<file path="src/rtl/irq_source_ctl.sv">
module irq_source_ctl #(
  parameter int NSRC = 8,
  parameter int BASE = 16,
  parameter int NUMW = 8,
  parameter int SRVW = 4,
  parameter int PRIW = 8,
  parameter logic [NSRC-1:0] LVL_MAP = 8'hF0
) (
  input  logic            clk,
  input  logic            rst_n,
  input  logic            cmd_valid,
  output logic            cmd_ready,
  input  logic [2:0]      cmd_op,
  input  logic [NUMW-1:0] cmd_num,
  input  logic            cmd_val,
  input  logic [SRVW-1:0] cmd_server,
  input  logic [PRIW-1:0] cmd_prio,
  output logic            req_valid,
  input  logic            req_ack,
  output logic [NUMW-1:0] req_num,
  output logic [SRVW-1:0] req_server,
  output logic [PRIW-1:0] req_prio
);
  localparam int IW = (NSRC > 1) ? $clog2(NSRC) : 1;
  localparam logic [PRIW-1:0] MASKED = {PRIW{1'b1}};
  localparam logic [2:0] OP_EVENT = 3'd0, OP_WRITE = 3'd1, OP_REJECT = 3'd2,
                         OP_EOI = 3'd3, OP_RESEND = 3'd4;

  logic [SRVW-1:0] srv_q [NSRC];
  logic [PRIW-1:0] pri_q [NSRC];
  logic [NSRC-1:0] asrt_q, sent_q, rej_q, mpend_q;
  logic            scan_q;
  logic [IW-1:0]   scan_idx;

  logic [NUMW-1:0] off;
  logic            in_rng, take, scan_step, cur_lvl, unmasked, fire;
  logic [IW-1:0]   cur;
  logic [SRVW-1:0] f_srv;
  logic [PRIW-1:0] f_pri;

  assign off       = cmd_num - NUMW'(BASE);
  assign in_rng    = off < NUMW'(NSRC);
  assign cmd_ready = !req_valid && !scan_q;
  assign take      = cmd_valid && cmd_ready;
  assign scan_step = scan_q && !req_valid;
  assign cur       = scan_q ? scan_idx : off[IW-1:0];
  assign cur_lvl   = LVL_MAP[cur];
  assign unmasked  = pri_q[cur] != MASKED;

  always_comb begin
    fire  = 1'b0;
    f_srv = srv_q[cur];
    f_pri = pri_q[cur];
    if (scan_step) begin
      if (cur_lvl) fire = unmasked && asrt_q[cur] && !sent_q[cur];
      else         fire = unmasked && rej_q[cur];
    end else if (take && in_rng) begin
      if (cmd_op == OP_EVENT) begin
        if (cur_lvl) fire = cmd_val && unmasked && !sent_q[cur];
        else         fire = cmd_val && unmasked;
      end else if (cmd_op == OP_WRITE) begin
        f_srv = cmd_server;
        f_pri = cmd_prio;
        if (cur_lvl) fire = (cmd_prio != MASKED) && asrt_q[cur] && !sent_q[cur];
        else         fire = (cmd_prio != MASKED) && mpend_q[cur];
      end
    end
  end

  always_ff @(posedge clk) begin
    if (!rst_n) begin
      for (int i = 0; i < NSRC; i++) begin
        srv_q[i] <= '0;
        pri_q[i] <= MASKED;
      end
      asrt_q     <= '0;
      sent_q     <= '0;
      rej_q      <= '0;
      mpend_q    <= '0;
      scan_q     <= 1'b0;
      scan_idx   <= '0;
      req_valid  <= 1'b0;
      req_num    <= '0;
      req_server <= '0;
      req_prio   <= '0;
    end else begin
      if (req_valid && req_ack) req_valid <= 1'b0;
      if (fire) begin
        req_valid  <= 1'b1;
        req_num    <= NUMW'(cur) + NUMW'(BASE);
        req_server <= f_srv;
        req_prio   <= f_pri;
      end
      if (scan_step) begin
        if (cur_lvl) begin
          if (fire) sent_q[cur] <= 1'b1;
        end else begin
          rej_q[cur] <= 1'b0;
        end
        if (scan_idx == IW'(NSRC - 1)) scan_q <= 1'b0;
        else                           scan_idx <= scan_idx + 1'b1;
      end else if (take) begin
        if (cmd_op == OP_RESEND) begin
          scan_q   <= 1'b1;
          scan_idx <= '0;
        end else if (in_rng) begin
          case (cmd_op)
            OP_EVENT: begin
              if (cur_lvl) begin
                asrt_q[cur] <= cmd_val;
                if (fire) sent_q[cur] <= 1'b1;
              end else if (cmd_val && !unmasked) begin
                mpend_q[cur] <= 1'b1;
              end
            end
            OP_WRITE: begin
              srv_q[cur] <= cmd_server;
              pri_q[cur] <= cmd_prio;
              if (fire) begin
                if (cur_lvl) sent_q[cur]  <= 1'b1;
                else         mpend_q[cur] <= 1'b0;
              end
            end
            OP_REJECT: begin
              if (cur_lvl) sent_q[cur] <= 1'b0;
              else         rej_q[cur]  <= 1'b1;
            end
            OP_EOI: begin
              if (cur_lvl) sent_q[cur] <= 1'b0;
            end
            default: ;
          endcase
        end
      end
    end
  end
endmodule

</file>
<file path="config.mk">
export PLATFORM = sky130hd
export DESIGN_NAME = irq_source_ctl
export DESIGN_NICKNAME = d
export VERILOG_FILES = /design/src/rtl/irq_source_ctl.sv
export SDC_FILE = /design/constraint.sdc
export NUM_CORES = 1
export LEC_CHECK = 0
export ABC_CLOCK_PERIOD_IN_PS = 5100
export BUFFER_PORTS_ARGS = -buffer_cell sky130_fd_sc_hd__buf_2
export CORE_ASPECT_RATIO = 1.5
export CORE_MARGIN = 4
export CORE_UTILIZATION = 40
export CTS_CLUSTER_SIZE = 30
export DETAILED_ROUTE_END_ITERATION = 8
export PLACE_DENSITY = 0.54
export SKIP_LAST_GASP = 1
export SYNTH_ARGS = -nofsm -noshare
export SYNTH_HDL_FRONTEND = slang
export SYNTH_SLANG_ARGS = --single-unit
</file>
<file path="constraint.sdc">
create_clock -name clk -period 5.1 [get_ports clk]
set_input_delay 0.765 -clock clk [delete_from_list [all_inputs] [get_ports clk]]
set_output_delay 0.765 -clock clk [all_outputs]
set_load 0.05 [all_outputs]
</file>
======== Word-level counts from Yosys, hierarchy flattened ========
Memory sizes are Yosys's and may differ from the RTL's.
Index checks and enable logic that the tools add are counted.
word-level totals
  register bits ........................... 57
  input bits .............................. 28
  memory bits (read-only) ................. 8
  output and inout port bits .............. 22
  memories kept ........................... 3
  RAM bits ................................ 96
  word-level logic and storage cells ...... 156
memories
  name              depth  bits a word  read ports  clocked after memory_dff  write ports  RTL line  text
  pri_q             8      8            1           0                         8            30        logic [PRIW-1:0] pri_q [NSRC];
  srv_q             8      4            1           0                         8            29        logic [SRVW-1:0] srv_q [NSRC];
  (name not given)  8      1            1           0                         0            47        assign cur_lvl = LVL_MAP[cur];
cells by class
  add/sub/neg operators ................... 3
  mux-type cells .......................... 74
  magnitude comparators ................... 3
  reductions and logical operators ........ 36
  bitwise gates (word level) .............. 10
  equality and inequality tests ........... 17
operator list
  kind                 number
  $mux 8               25
  $mux 1               29
  $and 8x8->8          3
  $or 8x8->8           3
  $pmux 8 s3           1
  $mux 3               7
  $mux 4               5
  $ne 8x8->1 const B   2
  $pmux 8 s2           1
  $logic_and 1x1->1    15
  $bmux 1 s3           4
  $reduce_bool 2->1    6
  $ne 2x2->1 const B   5
  $reduce_and 9->1     1
  $bwmux 8             1
  $lt 8x4->1 const B   1
  $not 8->8            1
  $reduce_or 8->1      1
  $sub 8x5->8 const B  1
  $reduce_and 7->1     1
  $add 3x5->6 const B  1
  $eq 3x2->1 const B   2
  $eq 3x3->1 const B   2
  $ne 3x3->1 const B   2
  other kinds (16)     23

======== Logic depth before layout (Yosys ltp) ========
  depth after elaboration ................. 18
  gate-level depth with buffers ........... 11
  gate-level depth less buffers ........... 8

======== Worst setup path before layout ========
Ideal clock, no wire load.
  kind .................................... input to register
  start ................................... input cmd_num[1]
  end ..................................... register req_num[0]
  buffers on the path ..................... 3
  setup time .............................. 0.122 ns
  slack ................................... 2.296 ns
  data arrival time ....................... 2.682 ns
  stages on the path ...................... 10
  data required time ...................... 4.978 ns
  cells stage by stage .................... clkbuf_1 -> nor3b_1 -> a31o_1 -> buf_2 -> nand3_1 -> nand4_1 -> nor4_2 -> a22oi_4 -> buf_2 -> o311a_1
between the ends
  longest elaborated chain between the ends .. 11
  elaborated cells on any way between the ends .. 32
  those cells by class .................... add/sub (1); order compare (1); eq/ne (1); mux (17); reduce/logical (10); memory (2)
ends and longest elaborated chain
  element                                              RTL line  text
  start, declared                                      14        input logic [NUMW-1:0] cmd_num,
  $sub 8x5->8 *                                        41        assign off = cmd_num - NUMW'(BASE);
  branches (longest 9 deep; another with $mem_v2 8x8)  --
  $mux 1 *                                             54        if (scan_step) begin
  end signal, assigned                                 90        req_num <= NUMW'(cur) + NUMW'(BASE);
  end, declared                                        20        output logic [NUMW-1:0] req_num,
Every way passes the cells marked *. The select of a mux whose other input is x is not followed.
A chain may end at the register's enable or synchronous reset.

======== Worst setup path in the final report ========
  start ................................... register scan_q
  end ..................................... register sent_q[4]
between the ends
  longest elaborated chain between the ends .. 17
  elaborated cells on any way between the ends .. 60
  those cells by class .................... order compare (2); eq/ne (5); mux (29); bitwise (3); reduce/logical (19); memory (2)
ends and longest elaborated chain
  element                                               RTL line  text
  start, declared                                       32        logic scan_q;
  start signal, assigned                                80        scan_q <= 1'b0;
  start signal, assigned                                100       if (scan_idx == IW'(NSRC - 1)) scan_q <= 1'b0;
  start signal, assigned                                104       scan_q <= 1'b1;
  branches (longest 17 deep; another with $mem_v2 8x8)  --
  end signal, assigned by index                         96        if (fire) sent_q[cur] <= 1'b1;
  end signal, assigned by index                         111       if (fire) sent_q[cur] <= 1'b1;
  end signal, assigned by index                         120       if (cur_lvl) sent_q[cur] <= 1'b1;
  end, declared                                         31        logic [NSRC-1:0] asrt_q, sent_q, rej_q, mpend_q;
Parallel ways; which one is timed is not known. The select of a mux whose other input is x is not followed.

==> impl_metrics.csv <==
group,metric,value,unit
outcome,status,"complete, no violations",
pwr,intPower,1.930,mW
die,start_util,41.22,%
sta,finalSetupViolCount,0,
pwr,p_leak,2.701,nW
place,dp.cells,869,
synthesis,ys_seq_area_share,55.31,%
clock_network,cts_tree,"yes",
clock_network,ctsRootBufferMaster,"clkbuf_16",
critical_path,path_max_fanout,35,
pwr,clkPwrFrac,44.5,%
sta,period_minus_slack,4.133,ns
sta,skew,0.006630,ns
die,die_w,113.9,um
global_route,grt_pass1_vias,5232,
cells_and_area,syn_to_final_growth,12.53,%
drt,drt_pass1_iterations,6,
place,hpwl,13700,um
cells_and_area,nNetsFinal,712,
critical_path,critPathSlowestCell,"dfxtp_1",
global_route,grt-ovfl-total,0,
sta,hold_viol,0,
drt,ant_nets,0,
sta,worstMarginPinSlew,1.097,ns
critical_path,cp_slowest_stage_delay,1.04,ns
synthesis,synth_edf_count,96,
drt,routed_wirelength,19480,um
place,portBuffers,45,
worst_hold_path,min-delay-start,"sent_q[0]",
critical_path,worstPathArrival,4.45,ns
die,rows,57,
clock_network,cts_hold_buf,0,
critical_path,crit_chain,"mux2i_4 > mux2i_1 > and3_1 > o22ai_1 > a22oi_4 > nor2_4 > o41ai_1",
synthesis,synthFlopType,"edfxtp_1",
synthesis,syn_inst,655,
critical_path,ff2ff_setup_slack,0.97,ns
critical_path,r2r_start,"scan_q",
cells_and_area,fin_util,46.39,%
sta,rsz0062_at_grt,"no",
synthesis,synth_area,6733,um^2
drt,wl_per_cell,21.64,um
die,die_area,19010,um^2
synthesis,ys_types,68,
critical_path,start_kind,"register",
worst_hold_path,hold_depth,1,
pwr,power.density,339.1,nW/um^2
drt,post_drt_via_cell_ratio,5.852,
critical_path,reg2reg_depth,7,
job,cap_violations,0,
pwr,p_sw_share,24.87,%
clock_network,clockBufferDepth,2,
die,core-area,16330,um^2
sta,tns,0,ns
clock_network,cts_resized,0,
place,gp_congestion,0.8890,
pwr,ir_drop,0.2823,mV
drt,drtIter0Drc,545,
pwr,p_sw,0.6390,mW
sta,max_slew_margin,25.29,%
synthesis,synth_area_per_cell,10.28,um^2
clock_network,post_cts_buffers,0,
global_route,grt_pass1_wl,30110,um
critical_path,timing.rr.end,"sent_q[4]",
sta,maxSlewViolCount,0,
synthesis,async_flop_share,0,%
cells_and_area,layout-drive-gt1-share,22.91,%
critical_path,cp-end-kind,"register",
sta,fmax,241.9,MHz
worst_hold_path,hold_end,"sent_q[0]",
critical_path,path_delay_family,"multiplexers",
synthesis,synth_warnings,0,
clock_network,clk_pin_slew_worst_paths,0.06,ns
pwr,p_seq_share,47.4,%
sta,period_share,81.04,%
cells_and_area,fin_cells,900,
clock_network,cts.htree.levels,4,
critical_path,worst-path-buf-inv,0,
die,fp.dieH,166.9,um
global_route,antenna_found_initial,0,
cells_and_area,fill_cells,1558,
drt,dr_total_vias,5267,
critical_path,required,5.42,ns
die,ioPinCount,50,
clock_network,cts_made_buffers,17,
cells_and_area,antenna_cells,0,
clock_network,numClockSinks,138,
clock_network,worstSkewPairLatency,0.42,ns
drt,post-route-drc-count,0,
global_route,grt_use_total,20.77,%
critical_path,crit_type,"register to register",
global_route,grt_max_degree,46,
worst_hold_path,hold_class,"register to register",
pwr,combinationalPowerShare,8.0,%
synthesis,synth-seq-cells,138,
-- logic make-up (layout without fill, tap and decap cells) --
| logic type | count (synthesis) | in the layout | share of synthesized area [%] |
|---|---|---|---|
| AND/OR/NAND/NOR | 334 | 334 | 24.55 |
| flip-flops | 138 | 138 | 55.31 |
| AO/OA/AOI/OAI | 110 | 110 | 13.03 |
| buffers and inverters | 54 | 90 | 3.958 |
| multiplexers | 16 | 16 | 2.732 |
| adder cells (fa/ha/maj) | 2 | 2 | 0.3716 |
| other | 1 | 4 | 0.05570 |
-- metal layers --
metal  GRT usage (%)  vias to the layer above  share of wire (%)
met2           36.23                      194                 53
met5               0                        -                  0
met3           4.102                       46                5.2
met1           24.41                     2584                 39
met4           9.096                        0                3.3
li1                -                     2443                  -
-- cell type report --
cell class,count,area (um^2),area share (%)
multi-input combinational,466,2756,36.38
tap,206,257.7,3.402
timing repair buffer,52,277.8,3.666
clock inverter,11,97.59,1.288
inverter,7,26.28,0.3468
clock buffer,20,436.7,5.764
sequential,138,3724,49.15
-- how the worst max path moves through the flow --
stage / to / from / slack [ns] / cells past startpoint
after floorplan: req_num[0] / cmd_num[1] / 2.30 / 10
after global placement: req_prio[3] / scan_q / 1.13 / 7
after detailed placement: sent_q[6] / scan_q / 0.98 / 7
after CTS: sent_q[4] / scan_q / 0.98 / 7
after global routing: sent_q[6] / scan_q / 0.65 / 7
final: sent_q[4] / scan_q / 0.97 / 7
-- flip-flops by register name, summed over array words and instances (netlist names), 3 cells and up, named ones only --
register and count:
pri_q 64, req_prio 8, asrt_q 4, srv_q 32, sent_q 8, req_server 4
scan_idx 3, req_num 4
-- power by group through the flow --
stage	clock (mW)	combinational (mW)	sequential, mW
finish	1.14	0.207	1.22
global placement	0	0.205	1.24
global route	1.21	0.224	1.22
detailed placement	0	0.206	1.24
floorplan	0	0.131	1.24
CTS	1.16	0.207	1.22
-- synthesized netlist by cell type, types with 3 or more instances --
| library cell | n | area [um^2] |
|---|---|---|
| or2_2 | 64 | 400.4 |
| nor3b_1 | 4 | 30.03 |
| mux2_2 | 3 | 33.78 |
| a222oi_1 | 5 | 50.05 |
| a31oi_1 | 7 | 43.79 |
| o221a_1 | 4 | 45.04 |
| nor2b_1 | 5 | 31.28 |
| o21ai_0 | 12 | 60.06 |
| buf_4 | 9 | 67.56 |
| o221ai_1 | 9 | 78.83 |
| o41ai_1 | 3 | 26.28 |
| inv_1 | 6 | 22.52 |
| o21ai_1 | 4 | 20.02 |
| o21a_1 | 3 | 22.52 |
| a21o_1 | 3 | 22.52 |
| and3_1 | 3 | 18.77 |
| nand2_1 | 107 | 401.6 |
| dfxtp_1 | 42 | 840.8 |
| a21oi_1 | 14 | 70.07 |
| clkbuf_1 | 24 | 90.09 |
| mux2i_1 | 9 | 90.09 |
| nor2_1 | 63 | 236.5 |
| nand4_1 | 13 | 81.33 |
| nor3_1 | 9 | 45.04 |
| nand4b_1 | 3 | 26.28 |
| buf_2 | 12 | 60.06 |
| a211oi_1 | 3 | 22.52 |
| and2_1 | 11 | 68.82 |
| o311a_1 | 9 | 90.09 |
| edfxtp_1 | 96 | 2883 |
| nand2b_1 | 3 | 18.77 |
| or3_1 | 3 | 18.77 |
| a22oi_1 | 4 | 30.03 |
| o211ai_1 | 4 | 30.03 |
| nand3_1 | 35 | 175.2 |
| a22o_1 | 4 | 35.03 |
| a221oi_1 | 3 | 26.28 |
-- metrics by stage --
stage / area [um^2] / setup WS, ns / total power, mW / hold slack (ns)
after floorplan: 6744 / 2.296 / 1.376 / 0.4239
final: 7576 / 0.9669 / 2.569 / 0.4615
after global placement: 7042 / 1.129 / 1.447 / 0.4452
after CTS: 7576 / 0.9821 / 2.584 / 0.4553
after detailed placement: 7042 / 0.9836 / 1.449 / 0.4462
after global routing: 7576 / 0.6540 / 2.655 / 0.4918
-- cell usage in the layout, fill, tap and decap left out, types with 9 or more instances in the layout --
cell | netlist | routed
a21oi_1 | 14 | 14
and2_1 | 11 | 11
buf_2 | 12 | 45
clkbuf_16 | 0 | 17
dfxtp_1 | 42 | 42
edfxtp_1 | 96 | 96
mux2i_1 | 9 | 9
nand2_1 | 107 | 107
nand3_1 | 35 | 35
nand4_1 | 13 | 13
nor2_1 | 63 | 62
nor3_1 | 9 | 9
o21ai_0 | 12 | 12
o221ai_1 | 9 | 9
o311a_1 | 9 | 9
or2_2 | 64 | 64
No activity file was read; power rests on OpenSTA's default activity.
